==> src/rtl/pkt_framer.sv <==
`timescale 1ns/1ps
module pkt_framer #(
  parameter int         DEPTH    = 16,
  parameter int         PRE_CNT  = 2,
  parameter logic [7:0] PREAMBLE = 8'h55,
  parameter logic [7:0] MARK0    = 8'hB4,
  parameter logic [7:0] MARK1    = 8'h2D
) (
  input  logic        clk,
  input  logic        rst_n,
  input  logic [15:0] crc_seed,
  input  logic        tx_wr_en,
  input  logic [7:0]  tx_wr_data,
  input  logic [7:0]  tx_len,
  input  logic        tx_seed_zero,
  input  logic        tx_go,
  input  logic        ack_go,
  input  logic [15:0] ack_crc,
  input  logic        tx_ready,
  output logic        tx_valid,
  output logic [7:0]  tx_data,
  output logic        tx_done,
  output logic        tx_empty,
  output logic        tx_half,
  output logic        tx_overflow,
  output logic        tx_underflow,
  input  logic        rx_framing_en,
  input  logic        rx_in_valid,
  input  logic [7:0]  rx_in_data,
  input  logic        rx_in_corr,
  input  logic        rx_rd_en,
  output logic [7:0]  rx_rd_data,
  output logic [7:0]  rx_len,
  output logic        rx_eop,
  output logic        rx_crc_ok,
  output logic        rx_err,
  output logic [15:0] rx_pkt_crc,
  output logic        rx_empty,
  output logic        rx_half,
  output logic        rx_overflow,
  output logic        rx_underflow
);
  localparam int PW = $clog2(DEPTH);
  localparam int CW = PW + 1;
  localparam int NW = $clog2(PRE_CNT + 1);
  localparam logic [CW-1:0] FULL = CW'(DEPTH);
  localparam logic [CW-1:0] HALF = CW'(DEPTH / 2);
  localparam logic [NW-1:0] PRE_LAST = NW'(PRE_CNT - 1);

  function automatic logic [15:0] crc_step(input logic [15:0] c, input logic [7:0] d);
    logic [15:0] r;
    r = c;
    for (int i = 7; i >= 0; i--)
      r = {r[14:0], 1'b0} ^ ((r[15] ^ d[i]) ? 16'h8005 : 16'h0000);
    return r;
  endfunction

  typedef enum logic [2:0] {T_IDLE, T_PRE, T_M0, T_M1, T_LEN, T_PAY, T_CH, T_CL} tx_st_t;
  typedef enum logic [2:0] {R_HUNT, R_M1, R_LEN, R_PAY, R_C1, R_C2} rx_st_t;

  tx_st_t          tx_st;
  logic            tx_ack;
  logic [NW-1:0]   tx_pre;
  logic [7:0]      tx_left, tx_lenq;
  logic [15:0]     tx_crc;
  logic [7:0]      tx_mem [DEPTH];
  logic [PW-1:0]   tx_wp, tx_rp;
  logic [CW-1:0]   tx_cnt;

  logic            tx_fire, tx_pop, tx_push;
  assign tx_valid = (tx_st != T_IDLE);
  assign tx_fire  = tx_valid && tx_ready;
  assign tx_pop   = tx_fire && (tx_st == T_PAY) && (tx_cnt != '0);
  assign tx_push  = tx_wr_en && (tx_cnt != FULL);
  assign tx_empty = (tx_cnt == '0);
  assign tx_half  = (tx_cnt <= HALF);

  always_comb begin
    case (tx_st)
      T_PRE:   tx_data = PREAMBLE;
      T_M0:    tx_data = MARK0;
      T_M1:    tx_data = MARK1;
      T_LEN:   tx_data = tx_lenq;
      T_PAY:   tx_data = tx_empty ? 8'h00 : tx_mem[tx_rp];
      T_CH:    tx_data = tx_crc[15:8];
      T_CL:    tx_data = tx_crc[7:0];
      default: tx_data = 8'h00;
    endcase
  end

  always_ff @(posedge clk or negedge rst_n) begin
    if (!rst_n) begin
      tx_st   <= T_IDLE;
      tx_ack  <= 1'b0;
      tx_pre  <= '0;
      tx_left <= '0;
      tx_lenq <= '0;
      tx_crc  <= '0;
      tx_done <= 1'b0;
    end else begin
      tx_done <= 1'b0;
      if (tx_st == T_IDLE) begin
        tx_pre <= '0;
        if (tx_go) begin
          tx_st   <= T_PRE;
          tx_ack  <= 1'b0;
          tx_lenq <= tx_len;
          tx_left <= tx_len;
          tx_crc  <= tx_seed_zero ? 16'h0000 : crc_seed;
        end else if (ack_go) begin
          tx_st  <= T_PRE;
          tx_ack <= 1'b1;
          tx_crc <= ack_crc;
        end
      end else if (tx_ready) begin
        case (tx_st)
          T_PRE: begin
            tx_pre <= tx_pre + 1'b1;
            if (tx_pre == PRE_LAST) tx_st <= T_M0;
          end
          T_M0: tx_st <= T_M1;
          T_M1: tx_st <= tx_ack ? T_CH : T_LEN;
          T_LEN: begin
            tx_crc <= crc_step(tx_crc, tx_lenq);
            tx_st  <= (tx_lenq == 8'd0) ? T_CH : T_PAY;
          end
          T_PAY: begin
            tx_crc  <= crc_step(tx_crc, tx_data);
            tx_left <= tx_left - 1'b1;
            if (tx_left == 8'd1) tx_st <= T_CH;
          end
          T_CH: tx_st <= T_CL;
          T_CL: begin
            tx_st   <= T_IDLE;
            tx_done <= 1'b1;
          end
          default: tx_st <= T_IDLE;
        endcase
      end
    end
  end

  always_ff @(posedge clk or negedge rst_n) begin
    if (!rst_n) begin
      tx_wp        <= '0;
      tx_rp        <= '0;
      tx_cnt       <= '0;
      tx_overflow  <= 1'b0;
      tx_underflow <= 1'b0;
    end else begin
      if (tx_push) tx_wp <= tx_wp + 1'b1;
      if (tx_pop)  tx_rp <= tx_rp + 1'b1;
      tx_cnt       <= tx_cnt + CW'(tx_push) - CW'(tx_pop);
      tx_overflow  <= tx_wr_en && !tx_push;
      tx_underflow <= tx_fire && (tx_st == T_PAY) && tx_empty;
    end
  end

  always_ff @(posedge clk) begin
    if (tx_push) tx_mem[tx_wp] <= tx_wr_data;
  end

  rx_st_t          rx_st;
  logic [7:0]      rx_left, rx_hi;
  logic [15:0]     crc_a, crc_z;
  logic [7:0]      rx_mem [DEPTH];
  logic [PW-1:0]   rx_wp, rx_rp;
  logic [CW-1:0]   rx_cnt;

  logic            hit0, hit1, rx_push, rx_pop, rx_match;
  logic [15:0]     rx_got;
  assign hit0     = rx_framing_en ? (rx_in_data == MARK0) : rx_in_corr;
  assign hit1     = rx_framing_en ? (rx_in_data == MARK1) : rx_in_corr;
  assign rx_push  = rx_in_valid && (rx_st == R_PAY) && (rx_cnt != FULL);
  assign rx_pop   = rx_rd_en && (rx_cnt != '0);
  assign rx_empty = (rx_cnt == '0);
  assign rx_half  = (rx_cnt >= HALF);
  assign rx_rd_data = rx_mem[rx_rp];
  assign rx_got   = {rx_hi, rx_in_data};
  assign rx_match = (rx_got == crc_a) || (rx_got == crc_z);

  always_ff @(posedge clk or negedge rst_n) begin
    if (!rst_n) begin
      rx_st       <= R_HUNT;
      rx_left     <= '0;
      rx_hi       <= '0;
      crc_a       <= '0;
      crc_z       <= '0;
      rx_len      <= '0;
      rx_eop      <= 1'b0;
      rx_crc_ok   <= 1'b0;
      rx_err      <= 1'b0;
      rx_pkt_crc  <= '0;
      rx_overflow <= 1'b0;
    end else begin
      rx_eop <= 1'b0;
      if (rx_in_valid) begin
        case (rx_st)
          R_HUNT: if (hit0) rx_st <= R_M1;
          R_M1: begin
            if (hit1) begin
              rx_st       <= R_LEN;
              rx_overflow <= 1'b0;
            end else if (!hit0) begin
              rx_st <= R_HUNT;
            end
          end
          R_LEN: begin
            rx_len  <= rx_in_data;
            rx_left <= rx_in_data;
            crc_a   <= crc_step(crc_seed, rx_in_data);
            crc_z   <= crc_step(16'h0000, rx_in_data);
            rx_st   <= (rx_in_data == 8'd0) ? R_C1 : R_PAY;
          end
          R_PAY: begin
            crc_a   <= crc_step(crc_a, rx_in_data);
            crc_z   <= crc_step(crc_z, rx_in_data);
            rx_left <= rx_left - 1'b1;
            if (!rx_push) rx_overflow <= 1'b1;
            if (rx_left == 8'd1) rx_st <= R_C1;
          end
          R_C1: begin
            rx_hi <= rx_in_data;
            rx_st <= R_C2;
          end
          R_C2: begin
            rx_eop     <= 1'b1;
            rx_crc_ok  <= rx_match;
            rx_err     <= !rx_match || rx_overflow;
            rx_pkt_crc <= rx_got;
            rx_st      <= R_HUNT;
          end
          default: rx_st <= R_HUNT;
        endcase
      end
    end
  end

  always_ff @(posedge clk or negedge rst_n) begin
    if (!rst_n) begin
      rx_wp        <= '0;
      rx_rp        <= '0;
      rx_cnt       <= '0;
      rx_underflow <= 1'b0;
    end else begin
      if (rx_push) rx_wp <= rx_wp + 1'b1;
      if (rx_pop)  rx_rp <= rx_rp + 1'b1;
      rx_cnt       <= rx_cnt + CW'(rx_push) - CW'(rx_pop);
      rx_underflow <= rx_rd_en && rx_empty;
    end
  end

  always_ff @(posedge clk) begin
    if (rx_push) rx_mem[rx_wp] <= rx_in_data;
  end
endmodule

==> config.mk <==
export PLATFORM = sky130hd
export DESIGN_NAME = pkt_framer
export DESIGN_NICKNAME = d
export VERILOG_FILES = /design/src/rtl/pkt_framer.sv
export SDC_FILE = /design/constraint.sdc
export NUM_CORES = 1
export LEC_CHECK = 0
export ABC_CLOCK_PERIOD_IN_PS = 3400
export BUFFER_PORTS_ARGS = -buffer_cell sky130_fd_sc_hd__clkbuf_2
export CAP_MARGIN = 25
export CORE_ASPECT_RATIO = 1.1
export CORE_MARGIN = 1
export CORE_UTILIZATION = 41
export DETAILED_ROUTE_END_ITERATION = 10
export HOLD_SLACK_MARGIN = 0.06
export PLACE_DENSITY = 0.62
export SYNTH_ARGS = -nofsm -noshare
export SYNTH_HDL_FRONTEND = slang
export SYNTH_SLANG_ARGS = --single-unit
export TNS_END_PERCENT = 100
==> constraint.sdc <==
create_clock -name clk -period 3.4 [get_ports clk]
set_input_delay 0.51 -clock clk [delete_from_list [all_inputs] [get_ports clk]]
set_output_delay 0.51 -clock clk [all_outputs]
set_load 0.02 [all_outputs]
==> results.py <==
metrics = {
    "outcome": {
        "status": "complete, but fails checks",
        "violations": "negative setup slack",
    },
    "setup_path": {
        "regToRegSetupSlack_ns": -0.05,
        "cp.arrival_ns": 3.88,
        "cpMostUsedCell": "xnor3_2",
        "path_delay_family": "XOR/XNOR gates",
        "cp_slowest_cell": "mux4_1",
        "startpoint_type": "flop",
        "crit_path_cell_trace": "buf_12, mux4_1, mux2i_1, nand2_1, a31oi_4, xnor3_2, xnor3_1, xnor3_2, a211o_1, a21oi_2, o31ai_2",
        "crit_path_max_incr_delay_ns": 0.53,
        "cp_max_fo": 6,
        "crit_type": "reg -> reg",
        "required_ns": 3.83,
        "path_buf_inv": 1,
        "end_kind": "flop",
    },
    "route": {
        "ant_nets": 0,
        "drt-initial-drc-count": 1003,
        "drc": 0,
        "routed_wl_um": 49380,
        "drt_first_pass_iters": 5,
        "via_per_inst": 5.471,
        "vias": 12102,
        "wl_per_cell_um": 22.32,
    },
    "worst_hold_path": {
        "hp-class": "in -> reg",
    },
    "logic_synthesis": {
        "ys_ff_latch": 403,
        "synth.top_cells.by_area": "edfxtp_1 40%, dfrtp_1 19%, mux4_2 6.3%, xnor2_1 6.0%, mux4_1 2.9%",
        "syn_avg_cell_area_um2": 13.69,
        "synth-edff-count": 256,
        "synth.cell_area_mm2": 0.01920,
        "synth-async-reset-ratio": 0.3648,
        "synthesis.nets": 1513,
        "synth_top_area_frac": 0.4003,
        "synth_cell_types": 71,
        "ys_warn_count": 0,
        "seq_area_frac_synth": 0.5919,
        "ys.flop_type": "edfxtp_1",
        "netlist_instances": 1403,
        "synth_area_leader_cell": "edfxtp_1",
    },
    "flow_run": {
        "maxCapViolations": 0,
    },
    "clock_network": {
        "clkTransAtPathRegs_ns": 0.06,
        "clockBufferDepth": 3,
        "clk_latency_ns": 0.58,
        "cts_root_buf": "clkbuf_16",
        "clock_sinks": 403,
        "htreeDepth": 2,
        "cts_tree": "yes",
        "numCtsBuffers": 43,
    },
    "floorplanning": {
        "die_h_um": 229.0,
        "rows": 82,
        "num_io_pins": 120,
        "core_area_mm2": 0.04586,
        "initial_core_util": 0.4187,
        "die_area_mm2": 0.04771,
        "die_w_um": 208.4,
    },
    "layout": {
        "multi_input_area_mm2": 0.007236,
        "final-seq-area_mm2": 0.01137,
        "syn_to_final_growth_pct": 17.06,
        "final_area_mm2": 0.02248,
        "n_antenna_cell": 0,
        "final_nets": 1700,
        "drive_gt1_frac": 0.2512,
        "final_cell_mix": "256 x edfxtp_1, 145 x dfrtp_1, 136 x nand2_1",
        "fillers": 3967,
        "mostFrequentLayoutCell": "edfxtp_1",
    },
    "sta": {
        "tightest_slew_ns": 0.9100,
        "finalHoldViolations": 0,
        "finalCritPeriodShare": 1.014,
        "rsz0062_at_grt": "yes",
        "fmax_mhz": 289.9,
        "setup_viol": 3,
        "relSlewSlack": 0.3911,
        "min_period_ns": 3.449,
        "clock_skew_ns": 0.01464,
        "hold_ws_ns": 0.1679,
        "fin_ws_ns": -0.04890,
        "final_max_slew_viol_count": 0,
    },
    "power_and_ir_drop": {
        "clockPowerShare": 0.207,
        "comb_power_share": 0.470,
        "p_total_w": 0.02287,
        "p_sw_frac": 0.3758,
        "seq_power_share": 0.323,
        "switching_power_w": 0.008595,
        "ir_drop_v": 0.0006710,
        "cellLeakagePower_nw": 8.705,
        "power_density_mw_per_mm2": 1017,
        "p_int_w": 0.01427,
    },
    "grt": {
        "grt_first_pass_wirelength_um": 74090,
        "overflow": 0,
        "grt_pass1_vias": 12206,
        "grt_max_degree": 79,
        "grt_usage": 0.2075,
        "antenna_found_initial": 0,
    },
    "place": {
        "dpl.hpwl_um": 34050,
        "portBuffers": 119,
        "dp_slack_ns": -0.1347,
        "place_area_mm2": 0.02078,
        "gp_congestion": 0.8880,
    },
}
[cell usage after synthesis, drive strengths merged (2+ instances only)]
library cell / count
fa: 2
a211o: 3
nand3: 11
mux2: 28
nor2: 71
clkbuf: 58
a21o: 5
xor2: 38
nor3: 18
a31o: 2
a221oi: 4
a22o: 10
nand2b: 7
o21ai: 92
or3: 3
nand4: 12
a211oi: 3
xnor3: 3
mux2i: 13
nand2: 136
inv: 51
a221o: 8
edfxtp: 256
ha: 41
and3: 6
xnor2: 132
a22oi: 15
and2: 20
a31oi: 7
o211ai: 6
a21oi: 49
o22ai: 12
mux4: 75
dfrtp: 147
nor4: 7
a41oi: 3
o31ai: 2
clkinv: 2
buf: 20
nor2b: 8
[kinds of logic (layout without fill, tap and decap cells)]
| logic type | after synthesis | count (layout) | synth area share |
|---|---|---|---|
| AND/OR/NAND/NOR | 308 | 308 | 0.07310 |
| XOR/XNOR | 173 | 173 | 0.08210 |
| adder cells (fa/ha/maj) | 43 | 43 | 0.02880 |
| buffers and inverters | 132 | 353 | 0.03518 |
| AO/OA/AOI/OAI | 228 | 228 | 0.07369 |
| flip-flops | 403 | 403 | 0.5919 |
| multiplexers | 116 | 116 | 0.1153 |
[worst paths after layout]
path	startpoint	endpoint	depth (start not counted)
hold / removal	rx_rd_en	rx_underflow	2
setup / recovery	tx_rp[0]	tx_crc[0]	11
min in group asynchronous	rst_n	tx_wp[2]	2
setup reg to reg	tx_rp[0]	tx_crc[0]	11
max in group asynchronous	rst_n	rx_overflow	3
hold reg to reg	rx_err	rx_err	2
[per-layer routing]
metal	wire [µm]	global-route usage	vias up
met3	3011	0.04059	88
met4	1577	0.07894	0
met5	0	0	-
met2	24650	0.3481	362
li1	-	-	5518
met1	20130	0.2654	6134
[stage by stage]
| stage | std cells | utilization | setup TNS (ns) |
|---|---|---|---|
| final | 2212 | 0.4902 | -0.1060 |
| after global routing | 2212 | 0.4902 | -0.4688 |
| after CTS | 2201 | 0.4863 | -0.3282 |
| after detailed placement | 2115 | 0.4532 | -0.2461 |
| after global placement | 2115 | 0.4532 | -0.01099 |
| after floorplan | 1403 | - | 0 |
[power by group through the flow]
stage / logic (W) / clock network, W / registers, W
after floorplan: 0.00743 / 0 / 0.00714
after global placement: 0.00989 / 0 / 0.00744
after detailed placement: 0.0100 / 0 / 0.00746
after CTS: 0.0103 / 0.00483 / 0.00737
after global routing: 0.0117 / 0.00502 / 0.00752
final: 0.0108 / 0.00474 / 0.00738
[flip-flops by register name (all words and copies together) (netlist names), 5 cells and up]
signal / cells
rx_mem: 128
rx_pkt_crc: 16
crc_a: 16
tx_lenq: 8
rx_cnt: 5
rx_len: 8
tx_left: 8
rx_hi: 8
tx_crc: 16
tx_cnt: 5
crc_z: 16
tx_mem: 128
rx_left: 8
[layout make-up]
type / instances / share of cell area
clock buffer: 50 / 0.04998
inverter: 53 / 0.008961
timing repair buffer: 221 / 0.06746
clock inverter: 29 / 0.01330
multi-input combinational: 868 / 0.3219
sequential: 403 / 0.5057
tap: 588 / 0.03273
[timing repair]
item,CTS,global route
hold buffers,1,0
buffers inserted,6,9
hold endpoints to repair,68,0
endpoints found under the setup margin,5,5
pin swaps,3,12
cloned,0,1
gates resized for setup,7,33
No activity file was read; power rests on OpenSTA's default activity.
